### config.mk
export PLATFORM = sky130hd
export DESIGN_NAME = dma_hub_ctrl
export DESIGN_NICKNAME = d
export VERILOG_FILES = /design/src/rtl/dhc_pkg.sv /design/src/rtl/dhc_ctrl_reg.sv /design/src/rtl/dhc_pend_vec.sv /design/src/rtl/dhc_bit_bank.sv /design/src/rtl/dhc_kick_gen.sv /design/src/rtl/dma_hub_ctrl.sv
export SDC_FILE = /design/constraint.sdc
export NUM_CORES = 1
export LEC_CHECK = 0
export ABC_AREA = 1
export BUFFER_PORTS_ARGS = -buffer_cell sky130_fd_sc_hd__buf_2
export CAP_MARGIN = 30
export CORE_UTILIZATION = 48
export DETAILED_ROUTE_END_ITERATION = 8
export HOLD_SLACK_MARGIN = 0.02
export PLACE_DENSITY = 0.95
export SLEW_MARGIN = 20
export SYNTH_ARGS = -nofsm -noshare
export SYNTH_HDL_FRONTEND = slang
export SYNTH_SLANG_ARGS = --single-unit
### constraint.sdc
create_clock -name clk -period 4.7 [get_ports clk]
set_input_delay 1.41 -clock clk [delete_from_list [all_inputs] [get_ports clk]]
set_output_delay 1.41 -clock clk [all_outputs]
set_load 0.005 [all_outputs]
### src/rtl/dhc_pkg.sv
package dhc_pkg;
  localparam int ADDR_W = 8;
  localparam int DATA_W = 32;

  localparam logic [ADDR_W-1:0] OFS_CTRL    = 8'h00;
  localparam logic [ADDR_W-1:0] OFS_PEND    = 8'h04;
  localparam logic [ADDR_W-1:0] OFS_BELL    = 8'h08;
  localparam logic [ADDR_W-1:0] OFS_BELLSET = 8'h0C;
  localparam logic [ADDR_W-1:0] OFS_CKEN    = 8'h10;
  localparam logic [ADDR_W-1:0] OFS_CKSET   = 8'h14;
  localparam logic [ADDR_W-1:0] OFS_CKCLR   = 8'h18;
  localparam logic [ADDR_W-1:0] OFS_CHSEL   = 8'h1C;

  localparam int CB_ENABLE    = 0;
  localparam int CB_ADDR_FLAG = 2;
  localparam int CB_HALT_FLAG = 3;
  localparam int CB_MODE_A    = 27;
  localparam int CB_MODE_B    = 31;

  typedef struct packed {
    logic ctrl;
    logic pend;
    logic bell;
    logic bellset;
    logic cken;
    logic ckset;
    logic ckclr;
    logic chsel;
  } wr_strobe_t;
endpackage

### src/rtl/dhc_ctrl_reg.sv
module dhc_ctrl_reg
  import dhc_pkg::*;
(
  input  logic              clk,
  input  logic              rst_n,
  input  logic              wr,
  input  logic [DATA_W-1:0] wdata,
  input  logic              any_halt,
  input  logic              any_aerr,
  output logic              master_en,
  output logic [DATA_W-1:0] ctrl_rd
);
  logic en_q, en_n;
  logic mode_a_q, mode_a_n;
  logic mode_b_q, mode_b_n;
  logic halt_q, halt_n;
  logic aerr_q, aerr_n;
  logic unused_wbits;

  assign unused_wbits = ^{wdata[30:28], wdata[26:4], wdata[1]};

  always_comb begin
    en_n     = en_q;
    mode_a_n = mode_a_q;
    mode_b_n = mode_b_q;
    halt_n   = halt_q;
    aerr_n   = aerr_q;
    if (wr) begin
      en_n     = wdata[CB_ENABLE];
      mode_a_n = wdata[CB_MODE_A];
      mode_b_n = wdata[CB_MODE_B];
      halt_n   = halt_q & wdata[CB_HALT_FLAG];
      aerr_n   = aerr_q & wdata[CB_ADDR_FLAG];
    end
    halt_n = halt_n | any_halt;
    aerr_n = aerr_n | any_aerr;
  end

  always_ff @(posedge clk or negedge rst_n) begin
    if (!rst_n) begin
      en_q     <= 1'b0;
      mode_a_q <= 1'b0;
      mode_b_q <= 1'b0;
      halt_q   <= 1'b0;
      aerr_q   <= 1'b0;
    end else begin
      en_q     <= en_n;
      mode_a_q <= mode_a_n;
      mode_b_q <= mode_b_n;
      halt_q   <= halt_n;
      aerr_q   <= aerr_n;
    end
  end

  always_comb begin
    ctrl_rd               = '0;
    ctrl_rd[CB_ENABLE]    = en_q;
    ctrl_rd[CB_ADDR_FLAG] = aerr_q;
    ctrl_rd[CB_HALT_FLAG] = halt_q;
    ctrl_rd[CB_MODE_A]    = mode_a_q;
    ctrl_rd[CB_MODE_B]    = mode_b_q;
  end

  assign master_en = en_q;

  p_halt_sets_r3: assert property (@(posedge clk) disable iff (!rst_n)
    any_halt |=> halt_q);
  p_aerr_sets_r3: assert property (@(posedge clk) disable iff (!rst_n)
    any_aerr |=> aerr_q);
  p_halt_holds_r3: assert property (@(posedge clk) disable iff (!rst_n)
    (halt_q && !wr) |=> halt_q);
endmodule

### src/rtl/dhc_pend_vec.sv
module dhc_pend_vec #(
  parameter int NCH = 6
) (
  input  logic           clk,
  input  logic           rst_n,
  input  logic           wr,
  input  logic [NCH-1:0] wdata,
  input  logic [NCH-1:0] ev_term,
  input  logic [NCH-1:0] ev_halt,
  input  logic [NCH-1:0] ev_aerr,
  output logic [NCH-1:0] pend_q
);
  logic [NCH-1:0] ev_any;
  logic [NCH-1:0] pend_n;

  assign ev_any = ev_term | ev_halt | ev_aerr;

  always_comb begin
    pend_n = pend_q;
    if (wr) pend_n = pend_q & wdata;
    pend_n = pend_n | ev_any;
  end

  always_ff @(posedge clk or negedge rst_n) begin
    if (!rst_n) pend_q <= '0;
    else        pend_q <= pend_n;
  end

  p_event_sets_r4: assert property (@(posedge clk) disable iff (!rst_n)
    (|ev_any) |=> ((pend_q & $past(ev_any)) == $past(ev_any)));
  p_no_spurious_r4: assert property (@(posedge clk) disable iff (!rst_n)
    !(|ev_any) |=> ((pend_q & ~$past(pend_q)) == '0));
endmodule

### src/rtl/dhc_bit_bank.sv
module dhc_bit_bank #(
  parameter int W       = 6,
  parameter bit HAS_SET = 1'b1,
  parameter bit HAS_CLR = 1'b1
) (
  input  logic         clk,
  input  logic         rst_n,
  input  logic         wr_direct,
  input  logic         wr_set,
  input  logic         wr_clr,
  input  logic [W-1:0] wdata,
  output logic [W-1:0] q
);
  logic [W-1:0] set_mask;
  logic [W-1:0] clr_mask;
  logic [W-1:0] q_n;

  generate
    if (HAS_SET) begin : g_set
      assign set_mask = wr_set ? wdata : '0;
    end else begin : g_noset
      logic unused_set;
      assign unused_set = wr_set;
      assign set_mask   = '0;
    end
    if (HAS_CLR) begin : g_clr
      assign clr_mask = wr_clr ? wdata : '0;
    end else begin : g_noclr
      logic unused_clr;
      assign unused_clr = wr_clr;
      assign clr_mask   = '0;
    end
  endgenerate

  always_comb begin
    q_n = q;
    if (wr_direct) q_n = wdata;
    q_n = (q_n | set_mask) & ~clr_mask;
  end

  always_ff @(posedge clk or negedge rst_n) begin
    if (!rst_n) q <= '0;
    else        q <= q_n;
  end

  generate
    if (HAS_SET) begin : g_set_chk
      // a set alias only raises bits
      p_set_sticks_r8: assert property (@(posedge clk) disable iff (!rst_n)
        (wr_set && !wr_direct && !wr_clr) |=>
          ((q & $past(wdata)) == $past(wdata)) && ((q & ~$past(wdata)) == ($past(q) & ~$past(wdata))));
    end
    if (HAS_CLR) begin : g_clr_chk
      p_clr_drops_r8: assert property (@(posedge clk) disable iff (!rst_n)
        (wr_clr && !wr_set) |=> ((q & $past(wdata)) == '0));
    end
  endgenerate
endmodule

### src/rtl/dhc_kick_gen.sv
module dhc_kick_gen #(
  parameter int NCH = 6
) (
  input  logic           clk,
  input  logic           rst_n,
  input  logic           wr_set,
  input  logic [NCH-1:0] wdata,
  output logic [NCH-1:0] kick_q
);
  logic [NCH-1:0] kick_n;

  always_comb begin
    kick_n = '0;
    if (wr_set) kick_n = wdata;
  end

  always_ff @(posedge clk or negedge rst_n) begin
    if (!rst_n) kick_q <= '0;
    else        kick_q <= kick_n;
  end

  p_kick_cause_r6: assert property (@(posedge clk) disable iff (!rst_n)
    (|kick_q) |-> $past(wr_set));
  p_kick_ends_r6: assert property (@(posedge clk) disable iff (!rst_n)
    !wr_set |=> (kick_q == '0));
endmodule

### src/rtl/dma_hub_ctrl.sv
module dma_hub_ctrl
  import dhc_pkg::*;
#(
  parameter int NCH = 6
) (
  input  logic              clk,
  input  logic              rst_n,
  input  logic [ADDR_W-1:0] reg_addr,
  input  logic              reg_wen,
  input  logic [DATA_W-1:0] reg_wdata,
  output logic [DATA_W-1:0] reg_rdata,
  input  logic [NCH-1:0]    ev_term,
  input  logic [NCH-1:0]    ev_halt,
  input  logic [NCH-1:0]    ev_aerr,
  output logic [NCH-1:0]    ch_kick,
  output logic [NCH-1:0]    ch_clk_en,
  output logic              irq
);
  wr_strobe_t     ws;
  logic [NCH-1:0] wd_ch;
  logic [DATA_W-1:0] ctrl_rd;
  logic           master_en;
  logic [NCH-1:0] pend_q;
  logic [NCH-1:0] bell_q;
  logic [NCH-1:0] chsel_q;
  logic           unused_wdata;

  assign wd_ch        = reg_wdata[NCH-1:0];
  assign unused_wdata = ^reg_wdata;

  always_comb begin
    ws = '0;
    if (reg_wen) begin
      unique case (reg_addr)
        OFS_CTRL:    ws.ctrl    = 1'b1;
        OFS_PEND:    ws.pend    = 1'b1;
        OFS_BELL:    ws.bell    = 1'b1;
        OFS_BELLSET: ws.bellset = 1'b1;
        OFS_CKEN:    ws.cken    = 1'b1;
        OFS_CKSET:   ws.ckset   = 1'b1;
        OFS_CKCLR:   ws.ckclr   = 1'b1;
        OFS_CHSEL:   ws.chsel   = 1'b1;
        default:     ws = '0;
      endcase
    end
  end

  dhc_ctrl_reg u_ctrl (
    .clk       (clk),
    .rst_n     (rst_n),
    .wr        (ws.ctrl),
    .wdata     (reg_wdata),
    .any_halt  (|ev_halt),
    .any_aerr  (|ev_aerr),
    .master_en (master_en),
    .ctrl_rd   (ctrl_rd)
  );

  dhc_pend_vec #(.NCH(NCH)) u_pend (
    .clk     (clk),
    .rst_n   (rst_n),
    .wr      (ws.pend),
    .wdata   (wd_ch),
    .ev_term (ev_term),
    .ev_halt (ev_halt),
    .ev_aerr (ev_aerr),
    .pend_q  (pend_q)
  );

  dhc_bit_bank #(.W(NCH), .HAS_SET(1'b1), .HAS_CLR(1'b0)) u_bell (
    .clk       (clk),
    .rst_n     (rst_n),
    .wr_direct (ws.bell),
    .wr_set    (ws.bellset),
    .wr_clr    (1'b0),
    .wdata     (wd_ch),
    .q         (bell_q)
  );

  dhc_kick_gen #(.NCH(NCH)) u_kick (
    .clk    (clk),
    .rst_n  (rst_n),
    .wr_set (ws.bellset),
    .wdata  (wd_ch),
    .kick_q (ch_kick)
  );

  dhc_bit_bank #(.W(NCH), .HAS_SET(1'b1), .HAS_CLR(1'b1)) u_cken (
    .clk       (clk),
    .rst_n     (rst_n),
    .wr_direct (ws.cken),
    .wr_set    (ws.ckset),
    .wr_clr    (ws.ckclr),
    .wdata     (wd_ch),
    .q         (ch_clk_en)
  );

  dhc_bit_bank #(.W(NCH), .HAS_SET(1'b0), .HAS_CLR(1'b0)) u_chsel (
    .clk       (clk),
    .rst_n     (rst_n),
    .wr_direct (ws.chsel),
    .wr_set    (1'b0),
    .wr_clr    (1'b0),
    .wdata     (wd_ch),
    .q         (chsel_q)
  );

  assign irq = master_en & (|pend_q);

  always_comb begin
    reg_rdata = '0;
    unique case (reg_addr)
      OFS_CTRL:  reg_rdata = ctrl_rd;
      OFS_PEND:  reg_rdata[NCH-1:0] = pend_q;
      OFS_BELL:  reg_rdata[NCH-1:0] = bell_q;
      OFS_CKEN:  reg_rdata[NCH-1:0] = ch_clk_en;
      OFS_CHSEL: reg_rdata[NCH-1:0] = chsel_q;
      default:   reg_rdata = '0;
    endcase
  end

  p_irq_gated_r5: assert property (@(posedge clk) disable iff (!rst_n)
    ($past(ws.ctrl) && !$past(reg_wdata[CB_ENABLE])) |-> !irq);
  p_one_strobe_r10: assert property (@(posedge clk) disable iff (!rst_n)
    $onehot0(ws));
endmodule

# [Word-level counts from Yosys, hierarchy flattened]
# Index checks and enable logic that the tools add are counted.
# Widths: inputs -> output; s select.
[word_totals] output_inout_bits=45 register_bits=35 elab_cells=53 input_bits=61
[op_classes] n_reduce_logical=4 n_bitwise=13 n_mux=19 eq_ne=7
[op_table] cell="$mux 6" n=6
[op_table] cell="$eq 8x5->1 const B" n=4
[op_table] cell="$or 6x6->6" n=5
[op_table] cell="$pmux 6 s5" n=1
[op_table] cell="$mux 26" n=1
[op_table] cell="$reduce_or 6->1" n=3
[op_table] cell="$eq 8x4->1 const B" n=2
[op_table] cell="$and 6x6->6" n=2
[op_table] cell="$mux 1" n=10
[op_table] cell="$eq 8x3->1 const B" n=1
[op_table] cell="$logic_not 8->1" n=1
[op_table] cell="$mux 8" n=1
[op_table] cell="$not 6->6" n=1
[op_table] cell="$and 1x1->1" n=3
[op_table] cell="$or 1x1->1" n=2

# [Depth between registers and ports, before layout]
# Gate-level depths: netlist of run 1.
[depth] ltp_word=6 depth_mapped=8

# [Modules after synthesis]
# A second synthesis of run 1 with hierarchy kept.
[unflattened] hier_cells=411 area_unflattened_um2=2673.8
[by_module_without_submodules] module="dma_hub_ctrl" instances=1 cells_per_inst=177 area_each_um2=912.1
[by_module_without_submodules] module="dhc_ctrl_reg" instances=1 cells_per_inst=57 area_each_um2=444.2
[by_module_without_submodules] module="dhc_pend_vec" instances=1 cells_per_inst=54 area_each_um2=330.3
[by_module_without_submodules] module="dhc_bit_bank (u_cken)" instances=1 cells_per_inst=49 area_each_um2=319.1
[by_module_without_submodules] module="dhc_bit_bank (u_bell)" instances=1 cells_per_inst=31 area_each_um2=251.5
[by_module_without_submodules] module="dhc_bit_bank (u_chsel)" instances=1 cells_per_inst=25 area_each_um2=221.5
[by_module_without_submodules] module="dhc_kick_gen" instances=1 cells_per_inst=18 area_each_um2=195.2

# [Least setup slack after synthesis of run 1]
# OpenSTA, ideal clock, no wires.
[synth_timing] kind="input port to output port" startpoint="input reg_addr[3]" endpoint="output reg_rdata[0]" path_slack_ns=1.099 arrival_time_ns=2.191 cell_stages=7 path_buffers=0 path_cell_list="inv_1 nand3_2 nor2_1 nand2_1 nand2_1 inv_1 nand2_1"
[synth_via] elab_chain_cells=2 word_cells_on_any_way=6
[synth_rtl] item="start, declared" line_no="dma_hub_ctrl.sv:8" source="input logic [ADDR_W-1:0] reg_addr,"
[synth_rtl] item="$eq 8x5->1 (tied with other cells)" line_no="dma_hub_ctrl.sv:112" source="unique case (reg_addr)"
[synth_rtl] item="$pmux 6 s5 (*)" line_no="dma_hub_ctrl.sv:112"
[synth_rtl] item="end, declared" line_no="dma_hub_ctrl.sv:11" source="output logic [DATA_W-1:0] reg_rdata,"
# Mark *: on every way between the ends. The rest lies on a longest branch, timed or not.

# [Worst setup path in the final report of run 1]
[layout_timing] startpoint="input reg_addr[3]" endpoint="output reg_rdata[3]"
# The elaborated chain is that of the path after synthesis.

==> impl_results.md, run 1 <==
* Status: finished, final reports clean
* Slew Limit Fails at 0
* First-pass GRT wire length at 7360 um
* Power Total at 0.624 mW
* Gp weighted congestion at 0.843
* Element type at the critical path end: output port
* Post-synthesis cell area at 1980 sq um
* Skew final at 0 ns
* Die Y at 66.2 um
* Largest net degree at the start of global routing at 36
* Max IR drop VDD at 0.159 mV
* Final core utilization at 0.610
* Via density per instance at 4.96
* Sequential-to-total area share from yosys stat at 0.443
* Busiest layer in global routing: met2
* Post-DP HPWL at 3480 um
* Static Leak at 1.30 nW
* CTS tree: done
* Max incr delay on CP at 0.40 ns
* Final setup fails at 0
* Multi-input logic area at 890 sq um
* Syn Area/Cell at 7.57 sq um
* Crit path required time at 3.29 ns
* Crit-path max FO at 9
* Worst Tran Pin Value at 0.762 ns
* Worst setup SP type: input pin
* Final worst-path cycle share at 0.894
* Drt first-iter violations at 146
* Hold Vio Cnt, Final at 0
* Clock transition at path regs at 0.06 ns
* Gate Count Post-Synth at 261
* Layout cell share with drive strength beyond 1 at 0.256
* Wirelength per Cell at 12.0 um
* Final nets at 384
* Pre-Repair DR Iteration Count at 5
* Row count at 22
* Initial antenna violation count at 0
* # hold bufs at CTS at 0
* Starting Density at 0.520
* Min Tclk post-route at 4.20 ns
* Critical-path cell list: buf_2, inv_1, nand3_2, nor2_1, nand2_1, nand2_1, inv_1, nand2_1, buf_2
* Chip Width at 66.2 um
* Final Cell Area at 2320 sq um
* Syn-to-layout area delta at 17.2%
* Cell Area, Placed at 2220 sq um
* Final WL at 4460 um
* M3 GR Usage at 0.0586
* Port bufs at 57
* Clk Latency, worst-skew pair at 0.28 ns
* Clk sinks at 35
* Gr usage total at 0.231
* Setup WS pre-CTS at 0.531 ns
* Grt met2 use at 0.378
* Yosys cell types at 18
* Gr ovfl total at 0
* CTS root buffer: clkbuf_8
* CTS max path bufs at 2
* Pwr dens at 269 nW/um^2
* Die ar. at 4380 sq um
* CP Class: input pin to output port
* CP arrival at 2.79 ns
* # resized after CTS at 0
* Via count at 1,844
* Register area at 876 sq um
* Placed Cells at 364
* Worst hold margin at 0.476 ns
* Synth Register Bits at 35
* Htree depth at 2
* RSZ-0062 raised after global routing: false
* Setup TNS at 0 ns
* CP most frequent cell: nand2_1
* Num CTS Buffers at 5
* Slowest cell on the critical path: nor2_1
* Fill cells at 351
* Fmax achieved at 0.238 GHz
* Ant. Diodes at 0
* Non-Filler Instances at 372
* MaxCap Viol Count at 0
* Drt drc at 0
* Setup ws final at 0.498 ns
* Class of the worst hold path: flop to flop
* Final ANT Viol Nets at 0
* Core area at 3800 sq um
* Postcts setup bufs at 0
* Vias in the first global route at 1,636
* I/O pin total at 106
* Met1 GRT Util at 0.289
* Synth warn at 0
* Slew HR at 0.492
-- state kept, by name, summed over array words and instances, names as in the netlist --
register          flops
u_bell.q              6
u_chsel.q             6
u_cken.q              6
u_ctrl.aerr_q         1
u_ctrl.halt_q         1
u_ctrl.master_en      1
u_ctrl.mode_a_q       1
u_ctrl.mode_b_q       1
u_kick.kick_q         6
u_pend.pend_q         6
-- final timing paths --
kind / start / cells after the start / slack [ns] / to
max: reg_addr[3] / 9 / 0.50 / reg_rdata[3]
min: u_ctrl.mode_a_q / 2 / 0.48 / u_ctrl.mode_a_q
max reg2reg: u_ctrl.master_en / 2 / 3.98 / u_ctrl.master_en
min reg2reg: u_ctrl.mode_a_q / 2 / 0.48 / u_ctrl.mode_a_q
max in group asynchronous: rst_n / 1 / 3.02 / u_pend.pend_q[2]
min in group asynchronous: rst_n / 1 / 1.19 / u_chsel.q[4]
-- layer usage --
metal / part of all wire / vias up
met1: 0.43 / 836
met5: 0 / -
li1: - / 895
met2: 0.46 / 105
met3: 0.089 / 8
met4: 0.022 / 0
-- cell usage after synthesis --
library cell	count	share of area
conb_1	1	0.0019
nor2_1	29	0.055
nand3_1	15	0.038
o31ai_1	1	0.0038
buf_6	1	0.0057
nand2_2	4	0.013
inv_1	28	0.053
nor2_2	4	0.013
o21ai_0	15	0.038
a21oi_1	6	0.015
buf_4	24	0.091
nor3_1	8	0.020
dfrtp_1	35	0.44
nand4_1	4	0.013
nand3_2	2	0.010
nor2_4	3	0.017
nand2_1	75	0.14
o21ai_2	6	0.027
-- power by group --
group          switching (mW)  internal (mW)
clock                   0.101          0.134
combinational          0.0424         0.0248
sequential            0.00792          0.314
total                   0.152          0.472
-- cells in the final DEF (no fill, tap or decap) --
master | synthesis | layout
buf_2 | 0 | 57
o21ai_0 | 15 | 15
nand3_2 | 2 | 2
nor3_1 | 8 | 8
a21oi_1 | 6 | 6
dfrtp_1 | 35 | 35
nor2_4 | 3 | 3
nand2_2 | 4 | 4
nand4_1 | 4 | 4
nand2_1 | 75 | 75
o21ai_2 | 6 | 6
nor2_1 | 29 | 29
nor2_2 | 4 | 4
nand3_1 | 15 | 15
o31ai_1 | 1 | 1
conb_1 | 1 | 24
clkbuf_8 | 0 | 7
inv_1 | 28 | 28
clkbuf_1 | 0 | 1
-- kinds of logic (layout without fill, tap and decap cells) --
kind of cell / Yosys count / in the layout / synth area share
DFF: 35 / 35 / 0.443
other: 1 / 24 / 0.00190
AOI/OAI and AO/OA: 28 / 28 / 0.0836
and+or+nand+nor: 144 / 144 / 0.321
buffers and inverters: 53 / 93 / 0.150
-- final cells by class --
cell class | instances | share of cell area
multi-input cells | 196 | 0.384
flip-flops and latches | 35 | 0.378
repair buffers | 57 | 0.123
inverters | 28 | 0.0454
clock buffers | 8 | 0.0432
well taps | 48 | 0.0259
-- worst max-delay path: cells and delay by family --
family | cells | cell delay [ns]
buffers and inverters | 4 | 0.50
AND/OR/NAND/NOR | 5 | 0.88
Power figures use the tool's default switching activity.
==> inputs of run 2 (changes only) <==
--- a/config.mk
+++ b/config.mk
@@ -11,7 +11,7 @@
 export CORE_UTILIZATION = 48
 export DETAILED_ROUTE_END_ITERATION = 8
 export HOLD_SLACK_MARGIN = 0.02
-export PLACE_DENSITY = 0.95
+export PLACE_DENSITY = 0.85
 export SLEW_MARGIN = 20
 export SYNTH_ARGS = -nofsm -noshare
 export SYNTH_HDL_FRONTEND = slang
==> run 2 against run 1 <==
  * First-iteration DRC count is 19% lower
  * Cell count stayed put
  * Design area stayed put
  * Fmax is 0.19% higher
  * Global-route usage is 0.65 points lower
  * Clock skew stayed put
  * Die area stayed put
  * Register-to-register slack hardly changed
  * Total power is 0.57% higher
  * Wire length is 1.6% higher
  * Critical path type unchanged
==> impl_results.md, run 2 (same netlist as run 1, synthesis figures left out) <==
* Post-DP HPWL at 3550 um
* Port bufs at 57
* Clk sinks at 35
* Starting Density at 0.520
* Fill cells at 348
* I/O pin total at 106
* Hold Vio Cnt, Final at 0
* Slew Limit Fails at 0
* Die Y at 66.2 um
* Largest net degree at the start of global routing at 36
* Min Tclk post-route at 4.19 ns
* Vias in the first global route at 1,641
* RSZ-0062 raised after global routing: false
* Clock transition at path regs at 0.06 ns
* Worst hold margin at 0.473 ns
* Fmax achieved at 0.238 GHz
* Status: finished, final reports clean
* Chip Width at 66.2 um
* Die ar. at 4380 sq um
* Layout cell share with drive strength beyond 1 at 0.256
* # hold bufs at CTS at 0
* Final ANT Viol Nets at 0
* Via count at 1,876
* Class of the worst hold path: flop to flop
* Final worst-path cycle share at 0.892
* Final WL at 4530 um
* Element type at the critical path end: output port
* Worst setup SP type: input pin
* Drt first-iter violations at 118
* Ant. Diodes at 0
* Wirelength per Cell at 12.2 um
* Crit path required time at 3.29 ns
* Pwr dens at 271 nW/um^2
* Via density per instance at 5.04
* Clk Latency, worst-skew pair at 0.28 ns
* Postcts setup bufs at 0
* MaxCap Viol Count at 0
* Initial antenna violation count at 0
* CTS max path bufs at 2
* Setup TNS at 0 ns
* CTS root buffer: clkbuf_8
* CP Class: input pin to output port
* Worst Tran Pin Value at 0.753 ns
* Max IR drop VDD at 0.215 mV
* Htree depth at 2
* Final setup fails at 0
* Gr ovfl total at 0
* Num CTS Buffers at 5
* # resized after CTS at 0
* Crit-path max FO at 9
* Static Leak at 1.30 nW
* Drt drc at 0
* First-pass GRT wire length at 7250 um
* Final nets at 384
* CTS tree: done
* Row count at 22
* Skew final at 0 ns
* Gr usage total at 0.225
* Core area at 3800 sq um
* Commonest non-fill, non-tap cell in the layout: nand2_1
* Syn-to-layout area delta at 17.2%
* Most frequent cells in the layout: nand2_1, buf_2, dfrtp_1
* CP arrival at 2.78 ns
* Gp weighted congestion at 0.840
* Pre-Repair DR Iteration Count at 4
* Slew HR at 0.498
run 2: per-stage QoR:
stage                      util  area [sq um]  worst slack, ns  power, mW  instances
after floorplan               -          2060             1.10      0.371        284
after global placement    0.583          2220            0.627      0.392        364
after detailed placement  0.583          2220            0.592      0.394        364
after CTS                 0.610          2320            0.568      0.627        372
after global routing      0.610          2320            0.441      0.655        372
final                     0.610          2320            0.506      0.627        372
run 2: final cells by class:
| cell class | count | area (sq um) | share of cell area |
|---|---|---|---|
| clock buffers | 8 | 100 | 0.0432 |
| inverters | 28 | 105 | 0.0454 |
| multi-input cells | 196 | 890 | 0.384 |
| flip-flops and latches | 35 | 876 | 0.378 |
| well taps | 48 | 60.1 | 0.0259 |
| repair buffers | 57 | 285 | 0.123 |
run 2: routing by layer:
metal	wire, um	GRT usage	share of wire	vias to the layer above
li1	-	-	-	896
met1	1820	0.282	0.40	869
met4	121	0.122	0.027	0
met3	350	0.0483	0.077	15
met2	2250	0.360	0.50	96
met5	0	0	0	-
run 2: power breakdown:
part	internal (mW)	switching (mW)	leakage, nW
Combinational	0.0249	0.0430	0.805
Sequential	0.314	0.00768	0.441
Clock	0.134	0.104	0.0515
run 2: worst paths after layout:
| path | startpoint | endpoint | slack [ns] | depth (start not counted) |
|---|---|---|---|---|
| min reg2reg | u_ctrl.mode_a_q | u_ctrl.mode_a_q | 0.47 | 2 |
| max reg2reg | u_cken.q[3] | u_cken.q[3] | 3.99 | 2 |
| max in group asynchronous | rst_n | u_ctrl.mode_b_q | 3.03 | 1 |
| min | u_ctrl.mode_a_q | u_ctrl.mode_a_q | 0.47 | 2 |
| min in group asynchronous | rst_n | u_cken.q[5] | 1.19 | 1 |
| max | reg_addr[3] | reg_rdata[3] | 0.51 | 9 |
run 2: critical path, stage by stage:
cell	delay [ns]
buf_2	0.11
inv_1	0.22
nand3_2	0.23
nor2_1	0.41
nand2_1	0.10
nand2_1	0.08
inv_1	0.05
nand2_1	0.06
buf_2	0.10
==> inputs of run 3 (changes only) <==
--- a/config.mk
+++ b/config.mk
@@ -8,6 +8,7 @@
 export ABC_AREA = 1
 export BUFFER_PORTS_ARGS = -buffer_cell sky130_fd_sc_hd__buf_2
 export CAP_MARGIN = 30
+export CORE_MARGIN = 1.5
 export CORE_UTILIZATION = 48
 export DETAILED_ROUTE_END_ITERATION = 8
 export HOLD_SLACK_MARGIN = 0.02
==> run 3 against run 2 <==
  * Combinational power shrank 1%
  * Cell count rose by 0.54%
  * Highest routed layer unchanged
  * Register-to-register slack hardly changed
  * Non-clock buffer count did not move
  * Flip-flop and latch count unchanged
  * Utilization is 2.6 points lower
  * Sequential share of layout area about the same
  * Largest power group unchanged
  * Critical path depth did not move
  * Design area is 0.11% higher
  * Critical endpoint is now reg_rdata[2]
  * Global-route usage is 1.3 points lower
  * Sequential power is essentially flat
  * Worst setup slack lost 0.028 ns
==> impl_results.md, run 3 (same netlist as run 1, synthesis figures left out) <==
* Status: finished, final reports clean
* Non-Filler Instances at 374
* Pre-Repair DR Iteration Count at 4
* CP Class: input pin to output port
* Static Leak at 1.30 nW
* I/O pin total at 106
* Layout cell share with drive strength beyond 1 at 0.256
* Setup TNS at 0 ns
* CTS tree: done
* Fill cells at 377
* Met2 WL at 2110 um
* R2R Setup Slk at 3.99 ns
* Final Cell Area at 2320 sq um
* Top Layer Used: met4
* Drt drc at 0
* Crit path capture: reg_rdata[2]
* Slew HR at 0.472
* Vias in the first global route at 1,530
* Chip Width at 67.2 um
* Final nets at 384
* Commonest non-fill, non-tap cell in the layout: nand2_1
* Pwr dens at 272 nW/um^2
* First-pass GRT wire length at 7010 um
* Worst Tran Pin Value at 0.792 ns
* # hold bufs at CTS at 0
* Critical-path cell list: buf_2, inv_1, nand3_2, nor2_1, nand2_1, nand2_1, inv_1, nand2_1, buf_2
* Hold Vio Cnt, Final at 0
* CTS root buffer: clkbuf_8
* DRT met1 WL at 2000 um
* Core area at 3970 sq um
* Max IR drop VDD at 0.202 mV
* Skew final at 0 ns
* Final ANT Viol Nets at 0
* Met3 Wirelength at 283 um
* Power Total at 0.630 mW
* Max incr delay on CP at 0.42 ns
* Worst Reg-to-Reg Cells at 2
* Crit path required time at 3.29 ns
* RR Endpoint: u_pend.pend_q[0]
* Gr usage total at 0.212
* Syn-to-layout area delta at 17.4%
* MaxCap Viol Count at 0
* Final worst-path cycle share at 0.898
* Min Tclk post-route at 4.22 ns
* Crit-path max FO at 9
* Ant. Diodes at 0
* Fmax achieved at 0.237 GHz
* Num CTS Buffers at 5
* Post-DP HPWL at 3480 um
* Wirelength per Cell at 12.1 um
* Htree depth at 2
* Clk Latency, worst-skew pair at 0.29 ns
* RSZ-0062 raised after global routing: false
* Placed Cells at 366
* Via count at 1,826
* Die ar. at 4510 sq um
* Worst hold margin at 0.475 ns
* Setup WS pre-CTS at 0.516 ns
* # resized after CTS at 0
* Slew Limit Fails at 0
* Most frequent cells in the layout: nand2_1, buf_2, dfrtp_1
* Clk sinks at 35
* Setup ws final at 0.478 ns
* Final WL at 4510 um
* Initial antenna violation count at 0
* Slowest cell on the critical path: nor2_1
* Die Y at 67.2 um
* Worst setup SP type: input pin
* CP arrival at 2.81 ns
* Clock transition at path regs at 0.07 ns
* CP most frequent cell: nand2_1
* Postcts setup bufs at 0
* Final core utilization at 0.584
* Crit. Startpoint: reg_addr[3]
* Worst R2R Start: u_pend.pend_q[0]
* Gp weighted congestion at 0.878
* Element type at the critical path end: output port
* Row count at 23
* CTS max path bufs at 2
* Starting Density at 0.497
* Cell Area, Placed at 2220 sq um
* Largest net degree at the start of global routing at 36
* Port bufs at 57
* Via density per instance at 4.88
* Class of the worst hold path: flop to flop
* Final setup fails at 0
* Drt first-iter violations at 135
* Gr ovfl total at 0
[run 3: cell counts in the layout (fill, tap and decap cells not counted)]
Identical to the previous run, type by type.
[run 3: how the worst min path moves through the flow]
stage                    start         endpoint  depth (start not counted)
6_report       u_ctrl.mode_a_q  u_ctrl.mode_a_q                          2
5_1_grt        u_ctrl.mode_a_q  u_ctrl.mode_a_q                          2
4_1_cts        u_ctrl.mode_b_q  u_ctrl.mode_b_q                          2
3_5_place_dp   u_ctrl.mode_b_q  u_ctrl.mode_b_q                          2
3_3_place_gp   u_ctrl.mode_a_q  u_ctrl.mode_a_q                          2
2_1_floorplan  u_ctrl.mode_a_q  u_ctrl.mode_a_q                          2
[run 3: power breakdown]
group | leakage, nW | switching [mW] | internal [mW]
clock network | 0.0515 | 0.107 | 0.134
logic | 0.805 | 0.0424 | 0.0249
registers | 0.441 | 0.00804 | 0.314
total | 1.30 | 0.158 | 0.472
[run 3: critical path: cells and delay by family]
family | cells | cell delay [ns]
simple gates | 5 | 0.92
buf+inv | 4 | 0.48
[run 3: layer usage]
layer	global-route usage	vias to the layer above
met4	0.0944	0
met5	0	-
met2	0.324	68
met1	0.288	850
li1	-	897
met3	0.0467	11
[run 3: cell type report]
cell class	instances	area [sq um]	area share
clock buffer	8	100	0.0432
timing repair buffer	57	285	0.123
multi-input combinational	196	890	0.384
tap	50	62.6	0.0270
sequential	35	876	0.378
inverter	28	105	0.0453
